--- src/rtl/cardcmd_pkg.sv ---
package cardcmd_pkg;
  localparam int WORD_W     = 32;
  localparam int IDX_W      = 6;
  localparam int RESP_WORDS = 4;
  localparam int ADDR_W     = 4;
  localparam int ST_W       = 6;

  // register word addresses
  localparam logic [ADDR_W-1:0] REG_ARG   = 4'd0;
  localparam logic [ADDR_W-1:0] REG_CMD   = 4'd1;
  localparam logic [ADDR_W-1:0] REG_CLK   = 4'd2;
  localparam logic [ADDR_W-1:0] REG_STS   = 4'd3;
  localparam logic [ADDR_W-1:0] REG_INTEN = 4'd4;
  localparam logic [ADDR_W-1:0] REG_RESP0 = 4'd8;

  // command word bit positions
  localparam int CB_RESP    = 6;
  localparam int CB_LONG    = 7;
  localparam int CB_DATA    = 8;
  localparam int CB_CLKONLY = 9;
  localparam int CB_START   = 31;
  localparam int CMD_KEEP_W = CB_CLKONLY + 1;

  // status bit positions
  localparam int ST_DONE = 0;
  localparam int ST_TO   = 1;
  localparam int ST_CRC  = 2;
  localparam int ST_RERR = 3;
  localparam int ST_BOOT = 4;
  localparam int ST_LOCK = 5;

  typedef struct packed {
    logic [IDX_W-1:0]  idx;
    logic              resp_exp;
    logic              resp_long;
    logic              data_exp;
    logic              clk_only;
    logic [WORD_W-1:0] arg;
  } cmd_t;

  typedef enum logic [1:0] {EX_IDLE, EX_ISSUE, EX_WAIT, EX_CLKUPD} ex_state_e;

  function automatic cmd_t pack_cmd(input logic [WORD_W-1:0] word,
                                    input logic [WORD_W-1:0] arg);
    cmd_t c;
    c.idx       = word[IDX_W-1:0];
    c.resp_exp  = word[CB_RESP];
    c.resp_long = word[CB_LONG];
    c.data_exp  = word[CB_DATA];
    c.clk_only  = word[CB_CLKONLY];
    c.arg       = arg;
    return c;
  endfunction
endpackage

--- src/rtl/cardcmd_queue.sv ---
module cardcmd_queue
  import cardcmd_pkg::*;
(
  input  logic clk,
  input  logic rst_n,
  input  logic start_req,
  input  cmd_t new_cmd,
  input  logic exec_busy,
  output logic load,
  output cmd_t load_cmd,
  output logic buf_valid,
  output logic lock_pulse
);
  cmd_t buf_q;
  logic buf_v;
  logic promote, direct, to_buf;

  // buffered command moves on only once the executor is free
  assign promote    = !exec_busy && buf_v;
  assign direct     = start_req && !exec_busy && !buf_v;
  assign to_buf     = start_req && (exec_busy ? !buf_v : buf_v);
  assign lock_pulse = start_req && exec_busy && buf_v;
  assign load       = direct || promote;
  assign load_cmd   = promote ? buf_q : new_cmd;
  assign buf_valid  = buf_v;

  always_ff @(posedge clk or negedge rst_n) begin
    if (!rst_n) begin
      buf_v <= 1'b0;
      buf_q <= '0;
    end else if (to_buf) begin
      buf_v <= 1'b1;
      buf_q <= new_cmd;
    end else if (promote) begin
      buf_v <= 1'b0;
    end
  end
endmodule

--- src/rtl/cardcmd_exec.sv ---
module cardcmd_exec
  import cardcmd_pkg::*;
(
  input  logic              clk,
  input  logic              rst_n,
  input  logic              load,
  input  cmd_t              load_cmd,
  output logic              busy,
  output logic              eng_valid,
  input  logic              eng_ready,
  output logic [IDX_W-1:0]  eng_index,
  output logic [WORD_W-1:0] eng_arg,
  output logic              eng_resp_expect,
  output logic              eng_resp_long,
  output logic              eng_data_expect,
  input  logic              eng_resp_valid,
  output logic              done,
  output logic              resp_done,
  output logic              cur_resp_exp,
  output logic              cur_long
);
  ex_state_e state;
  cmd_t      cmd_q;

  always_ff @(posedge clk or negedge rst_n) begin
    if (!rst_n) begin
      state <= EX_IDLE;
      cmd_q <= '0;
    end else begin
      unique case (state)
        EX_IDLE: if (load) begin
          cmd_q <= load_cmd;
          state <= load_cmd.clk_only ? EX_CLKUPD : EX_ISSUE;
        end
        EX_ISSUE:  if (eng_ready) state <= EX_WAIT;
        EX_WAIT:   if (eng_resp_valid) state <= EX_IDLE;
        EX_CLKUPD: state <= EX_IDLE;
        default:   state <= EX_IDLE;
      endcase
    end
  end

  assign busy            = (state != EX_IDLE);
  assign eng_valid       = (state == EX_ISSUE);
  assign eng_index       = cmd_q.idx;
  assign eng_arg         = cmd_q.arg;
  assign eng_resp_expect = cmd_q.resp_exp;
  assign eng_resp_long   = cmd_q.resp_long;
  assign eng_data_expect = cmd_q.data_exp;
  assign resp_done       = (state == EX_WAIT) && eng_resp_valid;
  assign done            = resp_done || (state == EX_CLKUPD);
  assign cur_resp_exp    = cmd_q.resp_exp;
  assign cur_long        = cmd_q.resp_long;
endmodule

--- src/rtl/cardcmd_status.sv ---
module cardcmd_status
  import cardcmd_pkg::*;
#(
  parameter int NWORDS = RESP_WORDS,
  localparam int RESP_W = NWORDS * WORD_W
) (
  input  logic              clk,
  input  logic              rst_n,
  input  logic              done,
  input  logic              resp_done,
  input  logic              r_timeout,
  input  logic              r_crc,
  input  logic              r_err,
  input  logic              r_boot,
  input  logic              lock_pulse,
  input  logic              resp_exp,
  input  logic              resp_long,
  input  logic [RESP_W-1:0] resp_data,
  input  logic              w1c_en,
  input  logic [ST_W-1:0]   w1c_mask,
  input  logic [ST_W-1:0]   inten,
  output logic [ST_W-1:0]   sts,
  output logic [RESP_W-1:0] resp_words,
  output logic              irq
);
  logic [ST_W-1:0] set_v, clr_v;
  logic            capture;

  always_comb begin
    set_v          = '0;
    set_v[ST_DONE] = done;
    set_v[ST_TO]   = resp_done && r_timeout;
    set_v[ST_CRC]  = resp_done && r_crc;
    set_v[ST_RERR] = resp_done && r_err;
    set_v[ST_BOOT] = resp_done && r_boot;
    set_v[ST_LOCK] = lock_pulse;
    clr_v          = w1c_en ? w1c_mask : '0;
  end

  // a new event wins over a clear in the same cycle
  always_ff @(posedge clk or negedge rst_n) begin
    if (!rst_n) sts <= '0;
    else        sts <= (sts & ~clr_v) | set_v;
  end

  assign capture = resp_done && resp_exp && !r_timeout;

  for (genvar w = 0; w < NWORDS; w++) begin : g_word
    logic wr_this;
    if (w == 0) begin : g_low
      assign wr_this = capture;
    end else begin : g_high
      assign wr_this = capture && resp_long;
    end
    always_ff @(posedge clk or negedge rst_n) begin
      if (!rst_n)       resp_words[w*WORD_W +: WORD_W] <= '0;
      else if (wr_this) resp_words[w*WORD_W +: WORD_W] <= resp_data[w*WORD_W +: WORD_W];
    end
  end

  assign irq = |(sts & inten);
endmodule

--- src/rtl/cardcmd_ctrl.sv ---
module cardcmd_ctrl
  import cardcmd_pkg::*;
#(
  parameter int NWORDS = RESP_WORDS,
  localparam int RESP_W = NWORDS * WORD_W,
  localparam int RIDX_W = (NWORDS > 1) ? $clog2(NWORDS) : 1
) (
  input  logic              clk,
  input  logic              rst_n,
  input  logic              reg_wr_en,
  input  logic [ADDR_W-1:0] reg_addr,
  input  logic [WORD_W-1:0] reg_wdata,
  input  logic [ADDR_W-1:0] reg_rd_addr,
  output logic [WORD_W-1:0] reg_rdata,
  output logic              eng_valid,
  input  logic              eng_ready,
  output logic [IDX_W-1:0]  eng_index,
  output logic [WORD_W-1:0] eng_arg,
  output logic              eng_resp_expect,
  output logic              eng_resp_long,
  output logic              eng_data_expect,
  input  logic              eng_resp_valid,
  input  logic              eng_resp_timeout,
  input  logic              eng_resp_crc_err,
  input  logic              eng_resp_err,
  input  logic              eng_boot_ack,
  input  logic [RESP_W-1:0] eng_resp_data,
  output logic [WORD_W-1:0] clk_cfg,
  output logic              irq
);
  logic [WORD_W-1:0]     arg_q;
  logic [CMD_KEEP_W-1:0] cmd_shadow;
  logic [WORD_W-1:0]     clk_q;
  logic [ST_W-1:0]       inten_q;

  logic cmd_wr, clk_wr, start_req;
  logic load, buf_valid, lock_pulse, exec_busy;
  logic exec_done, resp_done, cur_resp_exp, cur_long;
  cmd_t new_cmd, load_cmd;
  logic [ST_W-1:0]   sts;
  logic [RESP_W-1:0] resp_words;
  logic [ADDR_W-1:0] roff;

  assign cmd_wr    = reg_wr_en && (reg_addr == REG_CMD);
  assign clk_wr    = reg_wr_en && (reg_addr == REG_CLK);
  assign start_req = cmd_wr && reg_wdata[CB_START];
  assign new_cmd   = pack_cmd(reg_wdata, arg_q);

  always_ff @(posedge clk or negedge rst_n) begin
    if (!rst_n) begin
      arg_q      <= '0;
      cmd_shadow <= '0;
      clk_q      <= '0;
      inten_q    <= '0;
    end else if (reg_wr_en) begin
      if (reg_addr == REG_ARG)   arg_q   <= reg_wdata;
      if (reg_addr == REG_INTEN) inten_q <= reg_wdata[ST_W-1:0];
      if (cmd_wr && !lock_pulse) cmd_shadow <= reg_wdata[CMD_KEEP_W-1:0];
      if (clk_wr && !exec_busy && !buf_valid) clk_q <= reg_wdata;
    end
  end

  cardcmd_queue u_queue (
    .clk        (clk),
    .rst_n      (rst_n),
    .start_req  (start_req),
    .new_cmd    (new_cmd),
    .exec_busy  (exec_busy),
    .load       (load),
    .load_cmd   (load_cmd),
    .buf_valid  (buf_valid),
    .lock_pulse (lock_pulse)
  );

  cardcmd_exec u_exec (
    .clk             (clk),
    .rst_n           (rst_n),
    .load            (load),
    .load_cmd        (load_cmd),
    .busy            (exec_busy),
    .eng_valid       (eng_valid),
    .eng_ready       (eng_ready),
    .eng_index       (eng_index),
    .eng_arg         (eng_arg),
    .eng_resp_expect (eng_resp_expect),
    .eng_resp_long   (eng_resp_long),
    .eng_data_expect (eng_data_expect),
    .eng_resp_valid  (eng_resp_valid),
    .done            (exec_done),
    .resp_done       (resp_done),
    .cur_resp_exp    (cur_resp_exp),
    .cur_long        (cur_long)
  );

  cardcmd_status #(.NWORDS(NWORDS)) u_status (
    .clk        (clk),
    .rst_n      (rst_n),
    .done       (exec_done),
    .resp_done  (resp_done),
    .r_timeout  (eng_resp_timeout),
    .r_crc      (eng_resp_crc_err),
    .r_err      (eng_resp_err),
    .r_boot     (eng_boot_ack),
    .lock_pulse (lock_pulse),
    .resp_exp   (cur_resp_exp),
    .resp_long  (cur_long),
    .resp_data  (eng_resp_data),
    .w1c_en     (reg_wr_en && (reg_addr == REG_STS)),
    .w1c_mask   (reg_wdata[ST_W-1:0]),
    .inten      (inten_q),
    .sts        (sts),
    .resp_words (resp_words),
    .irq        (irq)
  );

  assign clk_cfg = clk_q;
  assign roff    = reg_rd_addr - REG_RESP0;

  always_comb begin
    reg_rdata = '0;
    case (reg_rd_addr)
      REG_ARG:   reg_rdata = arg_q;
      REG_CMD: begin
        reg_rdata[CMD_KEEP_W-1:0] = cmd_shadow;
        reg_rdata[CB_START]       = buf_valid;
      end
      REG_CLK:   reg_rdata = clk_q;
      REG_STS:   reg_rdata[ST_W-1:0] = sts;
      REG_INTEN: reg_rdata[ST_W-1:0] = inten_q;
      default:
        if (roff < ADDR_W'(NWORDS))
          reg_rdata = resp_words[roff[RIDX_W-1:0]*WORD_W +: WORD_W];
    endcase
  end
endmodule

--- config.mk ---
export PLATFORM = sky130hd
export DESIGN_NAME = cardcmd_ctrl
export DESIGN_NICKNAME = d
export VERILOG_FILES = /design/src/rtl/cardcmd_pkg.sv /design/src/rtl/cardcmd_queue.sv /design/src/rtl/cardcmd_exec.sv /design/src/rtl/cardcmd_status.sv /design/src/rtl/cardcmd_ctrl.sv
export SDC_FILE = /design/constraint.sdc
export NUM_CORES = 1
export LEC_CHECK = 0
export BUFFER_PORTS_ARGS = -buffer_cell sky130_fd_sc_hd__buf_2
export CORE_MARGIN = 3
export CORE_UTILIZATION = 50
export DETAILED_ROUTE_END_ITERATION = 16
export PLACE_DENSITY = 0.82
export SYNTH_ARGS = -nofsm -noshare
export SYNTH_HDL_FRONTEND = slang
export SYNTH_SLANG_ARGS = --single-unit
--- constraint.sdc ---
create_clock -name clk -period 2.4 [get_ports clk]
set_clock_uncertainty 0.1 [all_clocks]
set_input_delay 0.12 -clock clk [delete_from_list [all_inputs] [get_ports clk]]
set_output_delay 0.12 -clock clk [all_outputs]
set_load 0.05 [all_outputs]
==> results of run 1 <==
## flip-flops by register name, summed over array words and instances (netlist names), 2 cells and up
register             flops
u_exec.state             2
u_status.resp_words    128
arg_q                   32
clk_cfg                 32
u_exec.eng_arg          32
u_status.sts             6
u_queue.buf_q           42
cmd_shadow              10
u_exec.eng_index         6
inten_q                  6
## critical path, delay by kind of cell, from the launching register on
family | cells | cell delay, ns
AOI/OAI and AO/OA | 1 | 0.39
DFF | 1 | 0.42
buffers and inverters | 2 | 0.30
muxes | 1 | 0.51
## area by class of cell
class,count,area (um^2)
clock buffer,49,1020
clock inverter,7,91.3
timing repair buffer,480,3510
sequential,300,7510
fill,1700,8060
multi-input combinational,487,5500
tap,335,419
antenna,4,10.0
inverter,24,90.1
## final timing paths
path                                      endpoint                     from  cells past startpoint  slack (ns)
setup reg to reg                 u_queue.buf_q[22]          u_exec.state[1]                      6        0.09
min in group clk                   u_status.sts[5]              reg_addr[3]                      5        0.08
hold / removal                         clk_cfg[20]                    rst_n                      2        0.05
hold reg to reg                  u_exec.eng_arg[2]        u_exec.eng_arg[2]                      1        0.38
setup / recovery                     reg_rdata[13]  u_status.resp_words[77]                      4        0.06
max in group asynchronous  u_status.resp_words[10]                    rst_n                      3        1.34
## cells by family after synthesis
| logic type | share of synthesized area |
|---|---|
| muxes | 0.342 |
| buffers and inverters | 0.0346 |
| and+or+nand+nor | 0.0241 |
| DFF | 0.559 |
| AOI/OAI and AO/OA | 0.0394 |
| adders and majority gates | 0.000931 |
## layer usage
layer | track usage | wire length, um
met3 | 0.0685 | 2940
met2 | 0.463 | 20000
met5 | 0 | 0
met1 | 0.354 | 15600
met4 | 0.146 | 2420
## repair_timing
item / in CTS / in global routing
setup endpoints to repair: 0 / 1
setup buffers: 0 / 0
hold buffers: 172 / 0
endpoints found under the hold margin: 528 / 0
## power breakdown
group | total [mW] | switching [mW] | internal, mW
Combinational | 7.32 | 4.32 | 3.00
Sequential | 8.06 | 1.28 | 6.78
Clock | 5.24 | 2.07 | 3.16
## per-stage QoR
| stage | cells | worst slack [ns] | cell area (um^2) | util |
|---|---|---|---|---|
| 2_1_floorplan | 867 | 0.0284 | 13400 | - |
| 3_3_place_gp | 1454 | 0.204 | 15300 | 0.584 |
| 3_5_place_dp | 1454 | 0.150 | 15300 | 0.584 |
| 4_1_cts | 1682 | 0.103 | 18100 | 0.692 |
| 5_1_grt | 1686 | -0.0106 | 18100 | 0.693 |
| 6_report | 1686 | 0.0602 | 18100 | 0.693 |
## placed cells by master, fill, tap and decap left out, types with 3 or more instances in the layout
master and count:
clkinv_2 3, clkbuf_1 7, inv_1 24, mux2i_1 4, a222oi_1 21, a221oi_1 5, a221o_1 3, mux2_2 331
diode_2 4, a22o_1 4, mux4_2 32, clkbuf_8 5, buf_2 282, buf_12 14, nor2b_1 9, dlygate4sd3_1 172
o31ai_1 5, mux2_1 10, nor2_1 3, nand2_1 11, a32o_1 3, a22oi_1 7, nand3_1 9, dfrtp_1 300
clkbuf_16 37, buf_4 11, o211ai_1 5
==> impl_metrics.tcl, run 1 <==
set metrics [dict create \
    slowest_stage "mux4_2" \
    setup_viol 0 \
    die_w_um 170 \
    netlist_area_um2 13400 \
    fp-row-count 59 \
    root_buffer "clkbuf_16" \
    die-area_um2 28900 \
    yosys.area.top_type_share 0.559 \
    numPortBuffers 283 \
    synth_ff_type "dfrtp_1" \
    cts_max_path_buffers 3 \
    cts_tree "yes" \
    initial_core_util 0.513 \
    grt_pass1_wl_um 62600 \
    clkLatencyLatePin_ns 0.50 \
    cts_max_level 2 \
    yosysWarningCount 0 \
    ir_drop_uv 743 \
    hold_viol 0 \
    crit_arrival_ns 2.12 \
    critPathMaxFanout 2 \
    whs_ns 0.0542 \
    crit_path_start_kind "flip-flop" \
    cp.required_ns 2.18 \
    min_path_type "primary input to asynchronous set/reset pin" \
    detail_route.wl_per_cell_um 24.3 \
    route.detailed.drc 0 \
    end_kind "output pin" \
    synth_most_common_cell "mux2_2" \
    synth_cells 867 \
    ys_seq_area_frac 0.559 \
    pin_count 284 \
    avgSynthCellArea_um2 15.5 \
    grt_pass1_vias 10800 \
    grt_start_max_net_pins 97 \
    synth-edff-count 0 \
    async_flop_share 1.00 \
    relSlewSlack 0.543 \
    worst_path_largest_cell_delay_ns 0.51 \
    drt_iter0_drc 758 \
    wirelength_um 41000 \
    p_leak_nw 8.82 \
    die_h_um 170 \
    synth.ff_latch_count 300 \
    nNetsFinal 1505 \
    synth_common_cells "331 x mux2_2, 300 x dfrtp_1, 32 x mux4_2" \
    netlist_top_cells_area "dfrtp_1 56%, mux2_2 28%, mux4_2 5.4%, a222oi_1 1.6%, buf_6 1.4%" \
    cp_cell_sequence "mux4_2 -> a222oi_1 -> inv_1 -> buf_2" \
    grtUsageTotal 0.283 \
    max-cap-violations 0 \
    outcome "finished, final reports clean" \
    final_max_slew_viol_count 0 \
    syn2layout_area_growth_pct 35.1 \
    max_freq_mhz 427 \
    viasPerCell 5.82 \
    cts-resized-gates 0 \
    drt_pass1_iterations 8 \
    vias 9813 \
    worstSetupPathType "flip-flop to output pin" \
    setup_tns_ns 0 \
    syn-num-nets 1045 \
    fin_crit_sh 0.975 \
    antenna_found_initial 4 \
    drive_gt1_frac 0.544 \
    finalPower_mw 20.6 \
    design.core.area_um2 26200 \
    overflow 0 \
    ys_types 45 \
    powerDensity_nw_per_um2 1140 \
    dp.final_hpwl_um 24800 \
    place.gp.congestion 0.908 \
    rsz0062_at_grt "yes" \
    ant_nets 0 \
    synth.largest_area_cell "dfrtp_1" \
    cts.sink_count 300 \
    finalCriticalPeriod_ns 2.34 \
    numCtsBuffers 34 \
    worst_pin_slew_ns 0.684 \
    path_clk_slew_ns 0.07 \
]
Note: power is estimated with default switching activity, not from simulation.
==> run 2: changes to the inputs <==
--- a/config.mk
+++ b/config.mk
@@ -11,4 +11,5 @@
 export DETAILED_ROUTE_END_ITERATION = 16
 export PLACE_DENSITY = 0.82
+export RECOVER_POWER = 25
 export SYNTH_ARGS = -nofsm -noshare
 export SYNTH_HDL_FRONTEND = slang
==> constraint.sdc (replaced) <==
create_clock -name clk -period 2.4 [get_ports clk]
set_clock_uncertainty 0.1 [all_clocks]
set_input_delay 0.12 -clock clk [delete_from_list [all_inputs] [get_ports clk]]
set_output_delay 0.12 -clock clk [all_outputs]
set_load 0.005 [all_outputs]
==> impl_metrics.tcl, run 2 (synthesis gave the netlist of run 1 again) <==
set metrics [dict create \
    cp.buffers_inverters 2 \
    clkLatencyLatePin_ns 0.56 \
    grt_start_max_net_pins 97 \
    switching_power_mw 5.25 \
    cts_max_path_buffers 3 \
    ir_drop_uv 530 \
    crit_arrival_ns 2.61 \
    drt_iter0_drc 804 \
    grt_pass1_wl_um 63300 \
    gr-usage-met1 0.365 \
    rsz0062_at_grt "yes" \
    slowest_stage "dfrtp_1" \
    r2r-start "u_exec.state[1]" \
    antenna_found_initial 4 \
    power.share.sequential 0.458 \
    p_sw_frac 0.299 \
    crit_path_start_kind "flip-flop" \
    relSlewSlack -0.00256 \
    r2r_slack_ns 0.12 \
    top_register "u_status.resp_words" \
    r2r-end "u_queue.buf_q[25]" \
    dp_cells 1454 \
    worst_path_largest_cell_delay_ns 0.45 \
    powerDensity_nw_per_um2 981 \
    final_max_slew_viol_count 52 \
    cts.sink_count 300 \
    vias 9768 \
    numPortBuffers 283 \
    use_met3 0.0532 \
    grt_util_met2 0.465 \
    nNetsFinal 1502 \
    cts_max_level 1 \
    final_common_cell "mux2_2" \
    route.detailed.drc 0 \
    die_w_um 170 \
    place.gp.congestion 0.899 \
    cts_tree "yes" \
    die-area_um2 28900 \
    final_cell_mix "330 x mux2_2, 300 x dfrtp_1, 281 x buf_2" \
    numCtsBuffers 31 \
    cp_cell_sequence "or2_2 -> inv_1 -> ha_2 -> nor3_4 -> buf_12 -> mux2_2" \
    finalPower_mw 17.6 \
    drive_gt1_frac 0.541 \
    dp.final_hpwl_um 25000 \
    wirelength_um 41000 \
    drt_pass1_iterations 10 \
    grt_pass1_vias 10800 \
    crit_family "simple AND/OR/NAND/NOR gates" \
    holdPathEnd "u_status.sts[5]" \
    fin_crit_sh 0.949 \
    hold_viol 0 \
    stdcell_count 1685 \
    finalCriticalPeriod_ns 2.28 \
    setup_viol 0 \
    grtUsageTotal 0.283 \
    overflow 0 \
    worstSetupPathType "flip-flop to flip-flop" \
    design.core.area_um2 26200 \
    cts_setup_buffers 0 \
    whs_ns 0.0529 \
    max-cap-violations 1 \
    path_clk_slew_ns 0.06 \
    grt_busiest_layer "met2" \
    combPwrFrac 0.282 \
    end_kind "flip-flop" \
    min_path_type "primary input to flip-flop" \
    fp-row-count 59 \
    die_h_um 170 \
    failed_checks "max-capacitance violations, max-slew violations" \
    p_clk_frac 0.260 \
    syn2layout_area_growth_pct 33.5 \
    hold_start "reg_addr[2]" \
    min_path_cells 5 \
    critPathMaxFanout 43 \
    fillers 1709 \
    largest_reg_flops 128 \
    cp.required_ns 2.73 \
    worst_pin_slew_ns 1.50 \
    max_freq_mhz 439 \
    outcome "complete, but fails checks" \
    internal-power_mw 12.3 \
    cts-resized-gates 0 \
    detail_route.wl_per_cell_um 24.3 \
    root_buffer "clkbuf_16" \
    initial_core_util 0.513 \
    largest_registers "u_status.resp_words x128, u_queue.buf_q x42" \
    p_leak_nw 8.72 \
    ff2ff_path_depth 6 \
    viasPerCell 5.80 \
    ant_nets 0 \
    pin_count 284 \
]
## run 2: area by class of cell
type	count	area, um^2	area share
Clock buffer	44	865	0.0482
Timing Repair Buffer	480	3470	0.193
Multi-Input combinational cell	487	5500	0.306
Sequential cell	300	7510	0.418
Clock inverter	10	83.8	0.00467
Tap cell	335	419	0.0234
Antenna cell	5	12.5	0.000697
Inverter	24	90.1	0.00502
## run 2: worst max-delay path by stage
stage / cells past startpoint / endpoint / startpoint / slack [ns]
6_report: 6 / u_queue.buf_q[25] / u_exec.state[1] / 0.12
5_1_grt: 4 / reg_rdata[11] / u_status.resp_words[11] / -0.02
3_3_place_gp: 6 / u_queue.buf_q[14] / u_exec.state[1] / 0.20
2_1_floorplan: 7 / u_exec.eng_arg[10] / u_exec.state[0] / 0.03
3_5_place_dp: 6 / u_queue.buf_q[21] / u_exec.state[1] / 0.16
4_1_cts: 4 / reg_rdata[11] / u_status.resp_words[11] / 0.1
## run 2: layer usage
metal	vias up	wire, um
met1	4988	16100
met5	-	0
li1	4148	-
met2	477	20000
met3	155	2550
met4	0	2270
## run 2: through the flow
step	area [um^2]	worst slack (ns)	utilization	setup TNS, ns
final	17900	0.123	0.685	0
after global routing	17900	-0.0202	0.685	-0.0202
after CTS	18000	0.0981	0.686	0
after detailed placement	15300	0.155	0.584	0
after global placement	15300	0.200	0.584	0
after floorplan	13400	0.0284	-	0
## run 2: repair_timing
item | 4_1_cts | 5_1_grt
endpoints found under the setup margin | 0 | 1
endpoints found under the hold margin | 535 | 0
hold buffers | 172 | 0
## run 2: worst reg2reg max path, stage by stage, from the launching register on
cell	delay, ns
dfrtp_1	0.45
or2_2	0.35
inv_1	0.09
ha_2	0.28
nor3_4	0.21
buf_12	0.27
mux2_2	0.41
## run 2: power groups by stage
stage	Sequential, mW	Combinational, mW	Clock [mW]
after floorplan	7.63	2.87	0
after global placement	7.89	4.41	0
after detailed placement	8.00	4.58	0
after CTS	7.93	4.89	4.61
after global routing	8.22	5.33	4.86
final	8.06	4.96	4.58
==> run 3: changes to the inputs <==
Settings changed: ABC_CLOCK_PERIOD_IN_PS from default to 2400, SYNTH_HIERARCHICAL from default to 1.
==> impl_metrics.tcl, run 3 <==
set metrics [dict create \
    finalPower_mw 18.7 \
    path_clk_slew_ns 0.07 \
    p_leak_nw 9.32 \
    netlist_top_cells_area "dfrtp_1 54%, mux2_2 21%, mux2_4 8.6%, mux4_2 5.0%, a222oi_1 1.5%" \
    cts_max_path_buffers 3 \
    largest_registers "u_status/resp_words x128, u_queue/buf_q x42" \
    worst_pin_slew_ns 1.85 \
    place.gp.congestion 0.876 \
    grt_pass1_vias 10600 \
    cts-resized-gates 0 \
    p_clk_frac 0.270 \
    fin_crit_sh 0.980 \
    root_buffer "clkbuf_16" \
    switching_power_mw 5.49 \
    cts_max_level 1 \
    final_cell_mix "300 x dfrtp_1, 280 x buf_2, 257 x mux2_2" \
    rsz0062_at_grt "yes" \
    die_w_um 172 \
    ff2ff_path_depth 7 \
    ys_seq_area_frac 0.542 \
    die-area_um2 29700 \
    cp.required_ns 2.18 \
    failed_checks "max-capacitance violations, max-slew violations" \
    netlist_area_um2 13800 \
    min_path_type "primary input to flip-flop" \
    fin_util 0.678 \
    synth_cells 866 \
    synth_ff_type "dfrtp_1" \
    overflow 0 \
    ant_nets 0 \
    ys_types 46 \
    setup_viol 0 \
    max-cap-violations 1 \
    vias 9625 \
    multi_input_area_um2 5790 \
    relSlewSlack -0.232 \
    initial_core_util 0.511 \
    grt_start_max_net_pins 97 \
    fillers 1809 \
    end_kind "output pin" \
    setup_tns_ns 0 \
    synth_common_cells "300 x dfrtp_1, 257 x mux2_2, 79 x mux2_4" \
    route.detailed.drc 0 \
    synth.ff_latch_count 300 \
    top_register "u_status/resp_words" \
    synth.largest_area_cell "dfrtp_1" \
    ir_drop_uv 667 \
    startpoint "u_status/resp_words[106]" \
    yosys.area.top_type_share 0.542 \
    min_path_cells 4 \
    combPwrFrac 0.292 \
    design.core.area_um2 27100 \
    final_common_cell "dfrtp_1" \
    numCtsBuffers 31 \
    r2r-start "u_exec/state[1]" \
    drt_pass1_iterations 7 \
    synth-edff-count 0 \
    avgSynthCellArea_um2 16.0 \
    hold_start "reg_addr[1]" \
    internal-power_mw 13.2 \
    clkLatencyLatePin_ns 0.57 \
    async_flop_share 1.00 \
    finalCriticalPeriod_ns 2.35 \
    nNetsFinal 1492 \
    largest_reg_flops 128 \
    detail_route.wl_per_cell_um 23.9 \
    viasPerCell 5.62 \
    numPortBuffers 283 \
    power.share.sequential 0.438 \
    powerDensity_nw_per_um2 1020 \
    drt_iter0_drc 715 \
    cts_tree "yes" \
    max_freq_mhz 425 \
    crit_arrival_ns 2.13 \
    synth_most_common_cell "dfrtp_1" \
    syn-num-nets 1044 \
    drive_gt1_frac 0.548 \
    critPathMaxFanout 2 \
    die_h_um 172 \
    grtUsageTotal 0.271 \
    worstSetupPathType "flip-flop to output pin" \
    outcome "complete, but fails checks" \
    p_sw_frac 0.294 \
    crit_path_start_kind "flip-flop" \
    wirelength_um 40900 \
    antenna_found_initial 1 \
    dp.final_hpwl_um 24700 \
    grt_pass1_wl_um 62200 \
    pin_count 284 \
    fp-row-count 60 \
    yosysWarningCount 6 \
    hold_viol 0 \
    final_max_slew_viol_count 71 \
    syn2layout_area_growth_pct 32.8 \
    cts.sink_count 300 \
    ff_latch_area_um2 7510 \
]
run 3: changes by cell type in the layout (fill, tap and decap cells not counted), moves of 4 or more:
cell,before,now
a221o_1,3,10
a22oi_1,7,3
o31ai_1,5,0
diode_2,5,1
mux2_1,11,3
mux2_4,0,79
a221oi_1,5,0
mux2_2,330,257
mux2i_1,4,11
nand3_1,9,3
nor2_1,3,12
nor2b_1,9,1
o211ai_1,5,0
o2bb2ai_1,0,5
run 3: what timing repair did:
action	in CTS	in global routing
buffers inserted	0	0
endpoints found under the setup margin	0	2
endpoints found under the hold margin	520	0
hold buffers	171	0
run 3: cell type report:
| cell class | count | share of cell area |
|---|---|---|
| Antenna cell | 1 | 0.000136 |
| Clock buffer | 45 | 0.0483 |
| Clock inverter | 13 | 0.00939 |
| Inverter | 23 | 0.00470 |
| Multi-Input combinational cell | 481 | 0.315 |
| Sequential cell | 300 | 0.408 |
| Tap cell | 372 | 0.0253 |
| Timing Repair Buffer | 477 | 0.189 |
run 3: path summary, 6_finish.rpt:
kind / endpoint / slack, ns
min in group asynchronous: u_status/resp_words[5] / 0.52
max in group asynchronous: arg_q[16] / 0.37
hold / removal: u_status/sts[5] / 0.08
setup reg to reg: u_status/resp_words[50] / 0.26
hold reg to reg: u_exec/eng_arg[28] / 0.40
setup / recovery: reg_rdata[10] / 0.05
run 3: power groups by stage:
stage | clock (mW) | combinational (mW) | sequential [mW]
finish | 5.06 | 5.46 | 8.19
global route | 5.31 | 5.81 | 8.37
CTS | 5.08 | 5.34 | 8.07
detailed placement | 0 | 5.03 | 8.13
global placement | 0 | 4.87 | 8.01
floorplan | 0 | 3.36 | 7.75
run 3: worst max-delay path: stages (launching register included):
cell and delay, ns:
dfrtp_1 0.40, mux4_2 0.55, a222oi_1 0.40, inv_1 0.07, buf_2 0.14
run 3: kinds of logic after synthesis:
| family | count (synthesis) | synth area share |
|---|---|---|
| flip-flops | 300 | 0.542 |
| multiplexers | 382 | 0.357 |
| buffers and inverters | 85 | 0.0421 |
| AO/OA/AOI/OAI | 48 | 0.0323 |
| adder cells (fa/ha/maj) | 1 | 0.000904 |
| AND/OR/NAND/NOR | 50 | 0.0250 |
run 3: through the flow:
stage	hold slack (ns)	std cells	setup WS [ns]	area [um^2]
2_1_floorplan	-0.276	866	0.211	13800
3_3_place_gp	0.0298	1482	0.182	15600
3_5_place_dp	0.0305	1482	0.116	15600
4_1_cts	0.0311	1711	0.0558	18400
5_1_grt	0.0957	1712	-0.0476	18400
6_report	0.0834	1712	0.0486	18400
run 3: per-layer routing:
metal / wire length, um / GRT usage
met5: 0 / 0
met4: 1800 / 0.112
met3: 2610 / 0.0558
met2: 20100 / 0.445
met1: 16400 / 0.353
